[src/rtl/bist_meter_pkg.sv]
package bist_meter_pkg;

  typedef enum logic [3:0] {
    TS_EXIT2_DR = 4'h0,
    TS_EXIT1_DR = 4'h1,
    TS_SHIFT_DR = 4'h2,
    TS_PAUSE_DR = 4'h3,
    TS_SEL_IR   = 4'h4,
    TS_UPD_DR   = 4'h5,
    TS_CAP_DR   = 4'h6,
    TS_SEL_DR   = 4'h7,
    TS_EXIT2_IR = 4'h8,
    TS_EXIT1_IR = 4'h9,
    TS_SHIFT_IR = 4'hA,
    TS_PAUSE_IR = 4'hB,
    TS_IDLE     = 4'hC,
    TS_UPD_IR   = 4'hD,
    TS_CAP_IR   = 4'hE,
    TS_RESET    = 4'hF
  } tap_state_e;

  typedef struct packed {
    logic clear;
    logic capture;
    logic shift;
    logic load;
  } scan_ctl_t;

endpackage

[src/rtl/bmt_scan_reg.sv]
module bmt_scan_reg #(
  parameter int W = 32
) (
  input  logic         clk,
  input  logic         rst_n,
  input  logic         clear,
  input  logic         capture,
  input  logic         shift,
  input  logic         sin,
  input  logic [W-1:0] par_in,
  output logic [W-1:0] par_out,
  output logic         sout
);

  logic [W-1:0] sr_q;

  always_ff @(posedge clk or negedge rst_n) begin
    if (!rst_n) begin
      sr_q <= '0;
    end else if (clear) begin
      sr_q <= '0;
    end else if (capture) begin
      sr_q <= par_in;
    end else if (shift) begin
      sr_q <= {sin, sr_q[W-1:1]};
    end
  end

  assign par_out = sr_q;
  assign sout    = sr_q[0];

endmodule

[src/rtl/bmt_down_counter.sv]
module bmt_down_counter #(
  parameter int W = 32
) (
  input  logic         clk,
  input  logic         rst_n,
  input  logic         clear,
  input  logic         load,
  input  logic [W-1:0] load_val,
  input  logic         arm_set,
  input  logic         arm_clr,
  output logic [W-1:0] cnt,
  output logic         armed,
  output logic         at_zero
);

  localparam logic [W-1:0] STEP = W'(1);

  logic [W-1:0] cnt_q;
  logic         armed_q;
  logic         zero_w;

  assign zero_w = (cnt_q == '0);

  always_ff @(posedge clk or negedge rst_n) begin
    if (!rst_n) begin
      cnt_q <= '0;
    end else if (clear) begin
      cnt_q <= '0;
    end else if (load) begin
      cnt_q <= load_val;
    end else if (armed_q && !zero_w) begin
      cnt_q <= cnt_q - STEP;
    end
  end

  always_ff @(posedge clk or negedge rst_n) begin
    if (!rst_n) begin
      armed_q <= 1'b0;
    end else if (clear || arm_clr) begin
      armed_q <= 1'b0;
    end else if (arm_set) begin
      armed_q <= 1'b1;
    end
  end

  assign cnt     = cnt_q;
  assign armed   = armed_q;
  assign at_zero = zero_w;

endmodule

[src/rtl/bmt_clk_gate.sv]
module bmt_clk_gate (
  input  logic armed,
  input  logic parked,
  input  logic at_zero,
  input  logic base_clk_en,
  output logic lclk_en
);

  always_comb begin
    if (armed && parked) begin
      lclk_en = !at_zero;
    end else begin
      lclk_en = base_clk_en;
    end
  end

endmodule

[src/rtl/bist_tck_meter.sv]
module bist_tck_meter
  import bist_meter_pkg::*;
#(
  parameter int CNT_W = 32
) (
  input  logic       clk,
  input  logic       rst_n,
  input  logic [3:0] tap_state,
  input  logic       cnt_sel,
  input  logic       tdi,
  input  logic       cmd_on,
  input  logic       cmd_off,
  input  logic       parked,
  input  logic       base_clk_en,
  output logic       tdo,
  output logic       lclk_en,
  output logic       done
);

  scan_ctl_t        ctl;
  logic [CNT_W-1:0] shreg;
  logic [CNT_W-1:0] cnt;
  logic             armed;
  logic             at_zero;

  always_comb begin
    ctl.clear   = (tap_state == TS_RESET);
    ctl.capture = cnt_sel && (tap_state == TS_CAP_DR);
    ctl.shift   = cnt_sel && (tap_state == TS_SHIFT_DR);
    ctl.load    = cnt_sel && (tap_state == TS_UPD_DR);
  end

  bmt_scan_reg #(.W(CNT_W)) u_scan (
    .clk     (clk),
    .rst_n   (rst_n),
    .clear   (ctl.clear),
    .capture (ctl.capture),
    .shift   (ctl.shift),
    .sin     (tdi),
    .par_in  (cnt),
    .par_out (shreg),
    .sout    (tdo)
  );

  bmt_down_counter #(.W(CNT_W)) u_cnt (
    .clk      (clk),
    .rst_n    (rst_n),
    .clear    (ctl.clear),
    .load     (ctl.load),
    .load_val (shreg),
    .arm_set  (cmd_on),
    .arm_clr  (cmd_off),
    .cnt      (cnt),
    .armed    (armed),
    .at_zero  (at_zero)
  );

  bmt_clk_gate u_gate (
    .armed       (armed),
    .parked      (parked),
    .at_zero     (at_zero),
    .base_clk_en (base_clk_en),
    .lclk_en     (lclk_en)
  );

  assign done = at_zero;

endmodule

[config.mk]
export PLATFORM = sky130hd
export DESIGN_NAME = bist_tck_meter
export DESIGN_NICKNAME = d
export VERILOG_FILES = /design/src/rtl/bist_meter_pkg.sv /design/src/rtl/bmt_scan_reg.sv /design/src/rtl/bmt_down_counter.sv /design/src/rtl/bmt_clk_gate.sv /design/src/rtl/bist_tck_meter.sv
export SDC_FILE = /design/constraint.sdc
export NUM_CORES = 1
export LEC_CHECK = 0
export ABC_AREA = 0
export ABC_CLOCK_PERIOD_IN_PS = 3500
export BUFFER_PORTS_ARGS = -buffer_cell sky130_fd_sc_hd__clkbuf_2
export CORE_ASPECT_RATIO = 0.8
export CORE_MARGIN = 2
export CORE_UTILIZATION = 62
export CTS_CLUSTER_DIAMETER = 30
export DETAILED_ROUTE_END_ITERATION = 10
export PLACE_DENSITY_LB_ADDON = 0.1
export SYNTH_ARGS = -nofsm -noshare
export SYNTH_HDL_FRONTEND = slang
export SYNTH_HIERARCHICAL = 1
export SYNTH_SLANG_ARGS = --single-unit
[constraint.sdc]
create_clock -name clk -period 3.5 [get_ports clk]
set_clock_uncertainty 0.05 [all_clocks]
set_input_delay 0.875 -clock clk [delete_from_list [all_inputs] [get_ports clk]]
set_output_delay 0.875 -clock clk [all_outputs]
set_load 0.005 [all_outputs]
# After elaboration in Yosys (flattened, before gate mapping)
# Index checks and enable logic that the tools add are counted.
[op_classes] n_mux=9 eq_ne=4 addsub=1 reduce_logical=11
[op_table] op="32-bit 2-to-1 mux" count=6
[op_table] op="32-bit zero test" count=1
[op_table] op="32-bit by 1-bit subtractor with 32-bit output (second input constant)" count=1
[op_table] op="4-bit by 3-bit equality test with 1-bit output (second input constant)" count=2
[op_table] op="3-bit nonzero test" count=2
[op_table] op="1-bit logical AND" count=5
[op_table] op="4-bit by 2-bit equality test with 1-bit output (second input constant)" count=1
[op_table] op="4-bit equality test (second input constant)" count=1
[op_table] op="1-bit 2-to-1 mux" count=3
[op_table] op="2-bit nonzero test" count=1
[op_table] op="1-bit zero test" count=1
[op_table] op="1-bit logical OR" count=1
[word_totals] inputBits=12 register_bits=65 wordCells=28 out_inout_bits=3

# Logic depth before layout (Yosys ltp)
# Gate-level depths: netlist of the first run.
[depth] word_depth=6 depth_mapped=9 depth_no_buf=7

# Cells and area by module
# Netlist of the first run, hierarchy kept.
[by_module_without_submodules] mod="bmt_down_counter" area_each_um2=2179.6 instances=1 cells_per_inst=252 seq_area_each_um2=825.8
[by_module_without_submodules] mod="bmt_scan_reg" area_each_um2=1677.9 instances=1 cells_per_inst=143 seq_area_each_um2=800.8
[by_module_without_submodules] mod="bist_tck_meter" area_each_um2=50.0 instances=1 cells_per_inst=6 seq_area_each_um2=0.0
[by_module_without_submodules] mod="bmt_clk_gate" area_each_um2=17.5 instances=1 cells_per_inst=3 seq_area_each_um2=0.0

# Worst setup path after synthesis of the first run
# No wires, ideal clock.
[synth_timing] path_type="reg2reg" from="reg u_cnt.cnt_q[16], in the netlist u_cnt/cnt[16]" to="reg u_cnt.cnt_q[27], in the netlist u_cnt/cnt[27]" stages_incl_launch_ff=8 setup_time_ns=0.099 path_slack_ns=0.759 arrival_time_ns=2.592 cell_sequence="dfrtp_1 > or4_1 > clkbuf_2 > or3_4 > or3_1 > buf_2 > or4_1 > a311oi_1"
[synth_via] elab_chain_cells=4 elab_cells_between_ends=8 classes_between="add/sub: 1; mux: 3; reduce/logical: 4"
[synth_lines] element="from (decl)" line_no="bmt_down_counter.sv:18" rtl="logic [W-1:0] cnt_q;"
[synth_lines] element="from (signal assigned)" line_no="bmt_down_counter.sv:30" rtl="cnt_q <= load_val;"
[synth_lines] element="from (signal assigned)" line_no="bmt_down_counter.sv:32" rtl="cnt_q <= cnt_q - STEP;"
[synth_lines] element="32-bit by 1-bit subtractor with 32-bit output or 32-bit zero test (tied branches)" line_no="bmt_down_counter.sv:32, bmt_down_counter.sv:22"
[synth_lines] element="32-bit 2-to-1 mux or 1-bit zero test (tied branches)" line_no="bmt_down_counter.sv:31" rtl="end else if (armed_q && !zero_w) begin"
[synth_lines] element="32-bit 2-to-1 mux or 1-bit logical AND (tied branches)" line_no="bmt_down_counter.sv:29, bmt_down_counter.sv:31"
[synth_lines] element="32-bit 2-to-1 mux or 3-bit nonzero test (tied branches)"
# Several ways; a longest one is shown, not always the timed one. The select of a mux whose other input is x is not followed.
# A chain may end at the register's enable or synchronous reset.

# Worst setup path after layout of the first run
[layout_timing] from="reg u_cnt.cnt_q[0], in the netlist u_cnt/cnt[0]" to="out lclk_en"
[layout_via] elab_chain_cells=3
[layout_lines] element="32-bit zero test" line_no="bmt_down_counter.sv:22" rtl="assign zero_w = (cnt_q == '0);"
[layout_lines] element="1-bit zero test" line_no="bmt_clk_gate.sv:11" rtl="lclk_en = !at_zero;"
[layout_lines] element="1-bit 2-to-1 mux" line_no="bmt_clk_gate.sv:10" rtl="if (armed && parked) begin"
[layout_lines] element="to (decl)" line_no="bist_tck_meter.sv:16" rtl="output logic lclk_en,"
# No other way between the ends.

==> reports/results.tsv, run 1 <==
stage	metric	value	unit
clock_tree	cts_buffers	9	
floorplan	pin_count	15	
sta	postLayoutSetupSlackWorst	0.239	ns
global_routing	grt_usage	31.4	%
worst_setup_path	critPathCaptureType	primary output	
placement	io_buffers	14	
global_routing	overflow	0	
clock_tree	post-cts-setup-buffers	0	
layout	final_cell_mix	65 x dfrtp_1, 37 x a211oi_1, 34 x mux2i_1	
sta	fin_crit	3.26	ns
clock_tree	path_clk_slew	0.07	ns
yosys	synth_cell_type_count	56	
yosys	synthArstFlopShare	100	%
floorplan	start_util	65.4	%
sta	slew_violations	0	
pwr	powerDensity	651	nW/um^2
clock_tree	ctsHoldBuffers	0	
global_routing	antenna_found_initial	0	
yosys	yosysSeqAreaShare	41.4	%
layout	diodes	0	
sta	fmax	307	MHz
yosys	synth_edf_count	0	
global_routing	grt_pass1_vias	3297	
floorplan	core_area	6010	sq um
layout	drive_gt1_share	13.5	%
routing	detail-route-antenna-nets	0	
clock_tree	insertion_delay	0.35	ns
yosys	avgSynthCellArea	9.72	sq um
sta	holdWs	0.522	ns
sta	period_share	93.2	%
sta	final_hold_viol_count	0	
sta	setup_viol	0	
placement	dp_hpwl	6360	microns
worst_setup_path	critPathKind	reg2out	
pwr	sw_frac_of_total	34.1	%
min_path	hold_class	in2async	
pwr	power_frac_comb	27.4	%
routing	vias_per_cell	6.74	
worst_setup_path	crit_fanout	5	
clock_tree	postCtsResizedCells	0	
routing	drtIter0Drc	371	
sta	slew_headroom	24.3	%
routing	firstDrtPassIters	5	
clock_tree	cts_tree	built	
layout	fillers	463	
floorplan	dieArea	6990	sq um
global_routing	grt_pass1_wl	16800	microns
layout	synthToLayoutAreaGrowth	9.28	%
clock_tree	root_buffer	clkbuf_8	
yosys	ys_ff_latch	65	
pwr	clkPwrFrac	30.1	%
global_routing	grt_max_degree	37	
worst_setup_path	arrival	2.34	ns
status	status	finished, final reports clean	
sta	tightest_slew	1.13	ns
placement	place_ws	0.623	ns
sta	rsz0062_at_grt	false	
pwr	p_switching	0.000952	W
pwr	power.leakage	1.67	nW
yosys	synthCells	404	
sta	fin_setup_tns	0	ns
layout	multi_input_area	2090	sq um
clock_tree	clockBufferDepth	2	
floorplan	rows	25	
yosys	yosysWarnings	6	
pwr	irDropWorstVdd	0.376	mV
layout	layout_commonest_cell	dfrtp_1	
yosys	ys.flop_type	dfrtp_1	
yosys	syn-num-nets	417	
flow_run	maxCapViolCount	0	
worst_setup_path	cp.required	2.57	ns
pwr	p_int	0.00184	W
clock_tree	cts_max_level	3	
routing	drc	0	
layout	nets	424	
floorplan	die_w	93.0	microns
yosys	syn_area	3930	sq um
placement	gp_congestion	0.930	
floorplan	die_y	75.2	microns
routing	vias	3349	
clock_tree	clock_sinks	65	
layout	regArea	1630	sq um
routing	drt-wirelength-per-cell	20.1	microns
pwr	seqPwrFrac	42.5	%
worst_setup_path	startpoint_type	flop	
routing	wl	9970	microns
[cells in the mapped netlist, types with 3 or more instances]
library cell  number  area share (%)
a22o_1             3            0.67
or3_1              6            0.96
dfrtp_1           65              41
nor4_1            12             1.9
a32o_1             7             1.8
a211oi_1          37             7.1
nor3_1            10             1.3
a21oi_1            6            0.77
o21ai_0           10             1.3
nand2b_1           7             1.1
nor2_1            26             2.5
xnor2_1            3            0.67
or2_2              3            0.48
clkbuf_1          16             1.5
buf_12             3             1.5
or4_1             13             2.5
o31ai_1            9             1.7
nand3b_1           3            0.57
nand4_1            3            0.48
buf_2              5            0.64
a311oi_1          11             2.5
nor2b_1           33             5.3
o22ai_1            4            0.64
nand2_1           22             2.1
inv_1              8            0.77
and4_1             3            0.67
mux2i_1           34             8.7
nand3_1            4            0.51
[registers in the layout, summed over array words and instances, names as in the netlist]
register,count
u_cnt/cnt,32
u_scan/par_out,32
u_cnt/armed,1
[area by class of cell]
class / instances / share of cell area, %
Timing Repair Buffer: 27 / 4.20
Tap cell: 81 / 2.36
Inverter: 9 / 0.788
Multi-Input combinational cell: 299 / 48.7
Sequential cell: 65 / 37.9
Clock inverter: 6 / 3.03
Clock buffer: 10 / 2.98
[layer usage]
metal,GRT usage [%],vias to the layer above,part of all wire [%]
met2,47.6,157,44
met1,45.9,1613,47
li1,-,1563,-
met5,0,-,0
met4,9.15,0,1.2
met3,6.91,16,7.2
[metrics by stage]
stage | power, W | utilization [%] | instance area (sq um) | std cells
after CTS | 0.00278 | 71.4 | 4290 | 497
after global placement | 0.00189 | 67.1 | 4030 | 481
after floorplan | 0.00169 | - | 3930 | 404
after detailed placement | 0.00193 | 67.1 | 4030 | 481
final | 0.00279 | 71.4 | 4290 | 497
after global routing | 0.00295 | 71.4 | 4290 | 497
[path summary, 6_finish.rpt]
kind	end	slack, ns	depth (start not counted)	from
worst max-delay path	lclk_en	0.24	7	u_cnt/cnt[0]$_DFFE_PN0P_
worst min-delay path	u_scan/par_out[25]$_DFFE_PN0P_	0.52	1	rst_n
worst max register to register	u_cnt/cnt[27]$_DFFE_PN0P_	0.56	5	u_cnt/cnt[16]$_DFFE_PN0P_
worst min register to register	u_cnt/cnt[15]$_DFFE_PN0P_	0.53	2	u_scan/par_out[15]$_DFFE_PN0P_
max in group asynchronous	u_scan/par_out[9]$_DFFE_PN0P_	2.25	2	rst_n
min in group clk	u_cnt/cnt[15]$_DFFE_PN0P_	0.53	2	u_scan/par_out[15]$_DFFE_PN0P_
[power groups by stage]
stage	Clock (W)	Sequential [W]	Combinational (W)
global placement	0	0.00118	0.000713
CTS	0.000853	0.00118	0.000749
detailed placement	0	0.00119	0.000740
floorplan	0	0.00111	0.000574
finish	0.000842	0.00119	0.000766
global route	0.000884	0.00122	0.000843
[cells by family (layout without fill, tap and decap cells)]
kind of cell               after synthesis  in the layout  synth area share [%]
buffers and inverters                   40             52                  5.80
adders and majority gates                1              1                 0.319
muxes                                   34             34                  8.67
xor gates and xnor gates                 4              4                 0.893
DFF                                     65             65                  41.4
and+or+nand+nor                        156            156                  22.9
AOI/OAI and AO/OA                      104            104                  20.0
[worst max-delay path, cell delays in order (launching register included)]
cell      delay, ns
dfrtp_1        0.42
inv_1          0.07
ha_1           0.22
nor4b_1        0.45
nand4_1        0.22
nor3_1         0.36
mux2i_1        0.12
clkbuf_2       0.13
Power figures use the tool's default switching activity.
==> inputs of run 2 (changes only) <==
--- a/config.mk
+++ b/config.mk
@@ -11,5 +11,5 @@
 export CORE_ASPECT_RATIO = 0.8
 export CORE_MARGIN = 2
-export CORE_UTILIZATION = 62
+export CORE_UTILIZATION = 55
 export CTS_CLUSTER_DIAMETER = 30
 export DETAILED_ROUTE_END_ITERATION = 10
==> constraint.sdc (replaced) <==
create_clock -name clk -period 3.5 [get_ports clk]
set_clock_uncertainty 0.05 [all_clocks]
set_input_delay 0.875 -clock clk [delete_from_list [all_inputs] [get_ports clk]]
set_output_delay 0.875 -clock clk [all_outputs]
set_load 0.02 [all_outputs]
==> run 2 against run 1 <==
Effect of this change:
- design area is 0.82% lower
- critical path type unchanged
- setup slack worse by 0.0048 ns
- hold slack improved by 0.0056 ns
- routed wire length down 1.4%
- first-iteration DRC count fell by 33%
- global-route usage down 4.5 points
==> reports/results.tsv, run 2 (same netlist as run 1, synthesis figures left out) <==
stage	metric	value	unit
status	status	finished, final reports clean	
floorplan	rows	27	
global_routing	grt_pass1_vias	3130	
worst_setup_path	arrival	2.34	ns
placement	gp_congestion	0.884	
layout	fillers	602	
clock_tree	cts_buffers	9	
placement	place_inst	489	
pwr	powerDensity	608	nW/um^2
worst_setup_path	critPathCaptureType	primary output	
floorplan	start_util	57.0	%
clock_tree	postCtsResizedCells	0	
sta	rsz0062_at_grt	false	
sta	tightest_slew	0.868	ns
layout	final_cell_mix	65 x dfrtp_1, 37 x a211oi_1, 34 x mux2i_1	
clock_tree	insertion_delay	0.35	ns
global_routing	grt_pass1_wl	16400	microns
global_routing	grt_usage	26.9	%
routing	vias	3362	
global_routing	grt_max_degree	35	
placement	place_ws	0.511	ns
clock_tree	cts_max_level	3	
routing	drc	0	
worst_setup_path	startpoint_type	flop	
layout	fin_cells	504	
layout	regArea	1630	sq um
clock_tree	path_clk_slew	0.07	ns
global_routing	antenna_found_initial	0	
routing	wl	9830	microns
layout	drive_gt1_share	13.9	%
clock_tree	root_buffer	clkbuf_8	
worst_setup_path	cp.required	2.57	ns
layout	fin_util	61.7	%
sta	period_share	93.3	%
floorplan	core_area	6890	sq um
sta	fmax	306	MHz
clock_tree	ctsHoldBuffers	0	
floorplan	die_w	98.5	microns
worst_setup_path	crit_fanout	5	
worst_setup_path	critPathKind	reg2out	
clock_tree	clock_sinks	65	
layout	design_area	4250	sq um
layout	nets	426	
clock_tree	clockBufferDepth	2	
routing	drtIter0Drc	249	
sta	final_hold_viol_count	0	
layout	layout_commonest_cell	dfrtp_1	
routing	drt-wirelength-per-cell	19.5	microns
sta	fin_crit	3.27	ns
layout	synthToLayoutAreaGrowth	8.38	%
floorplan	dieArea	7830	sq um
layout	diodes	0	
routing	vias_per_cell	6.67	
placement	postPlaceCellArea	4050	sq um
clock_tree	cts_tree	built	
routing	detail-route-antenna-nets	0	
pwr	power.leakage	1.65	nW
min_path	hold_class	reg2reg	
global_routing	overflow	0	
floorplan	pin_count	15	
placement	dp_hpwl	6380	microns
sta	postLayoutSetupSlackWorst	0.234	ns
layout	multi_input_area	2090	sq um
sta	setup_viol	0	
pwr	irDropWorstVdd	0.297	mV
clock_tree	post-cts-setup-buffers	0	
sta	slew_violations	0	
flow_run	maxCapViolCount	0	
sta	slew_headroom	42.1	%
placement	io_buffers	14	
sta	fin_setup_tns	0	ns
routing	firstDrtPassIters	4	
floorplan	die_y	79.6	microns
[run 2: cell count changes in the layout (fill, tap and decap cells not counted), sizes merged]
cell / before / now
bufinv: 4 / 1
clkbuf: 23 / 25
buf: 14 / 16
[run 2: final cells by class]
cell class                 instances  area share (%)
timing repair buffer              29            4.59
clock buffer                      12            3.65
clock inverter                     3           0.941
multi-input combinational        299            49.2
tap                               87            2.56
sequential                        65            38.2
inverter                           9           0.794
[run 2: where the power goes]
| group | switching (W) | internal, W |
|---|---|---|
| sequential | 0.000237 | 0.000945 |
| combinational | 0.000402 | 0.000355 |
| clock | 0.000287 | 0.000362 |
| total | 0.000925 | 0.00166 |
[run 2: worst max-delay path, cell delays in order, from the launching register on]
cell and delay (ns):
dfrtp_1 0.42, inv_1 0.07, ha_1 0.21, nor4b_1 0.45
nand4_1 0.24, nor3_2 0.32, mux2i_1 0.11, clkbuf_2 0.16
[run 2: path summary, 6_finish.rpt]
kind / start / to / slack [ns] / depth (start not counted)
worst max-delay path: u_cnt/cnt[0]$_DFFE_PN0P_ / lclk_en / 0.23 / 7
worst min-delay path: u_scan/par_out[7]$_DFFE_PN0P_ / u_cnt/cnt[7]$_DFFE_PN0P_ / 0.53 / 2
worst max register to register: u_cnt/cnt[16]$_DFFE_PN0P_ / u_cnt/cnt[27]$_DFFE_PN0P_ / 0.54 / 5
worst min register to register: u_scan/par_out[7]$_DFFE_PN0P_ / u_cnt/cnt[7]$_DFFE_PN0P_ / 0.53 / 2
max in group asynchronous: rst_n / u_scan/par_out[28]$_DFFE_PN0P_ / 2.20 / 2
min in group asynchronous: rst_n / u_scan/par_out[11]$_DFFE_PN0P_ / 0.56 / 1
[run 2: metal layers]
metal	GRT usage (%)	routed length, microns	vias up
met1	40.4	4860	1664
met3	6.13	589	13
met2	38.4	4260	118
met4	8.36	123	0
met5	0	0	-
li1	-	-	1567
[run 2: stage by stage]
stage          total power [W]  hold slack (ns)
2_1_floorplan          0.00169            0.475
3_3_place_gp           0.00191            0.502
3_5_place_dp           0.00193            0.515
4_1_cts                0.00259            0.531
5_1_grt                0.00275            0.562
6_report               0.00259            0.527
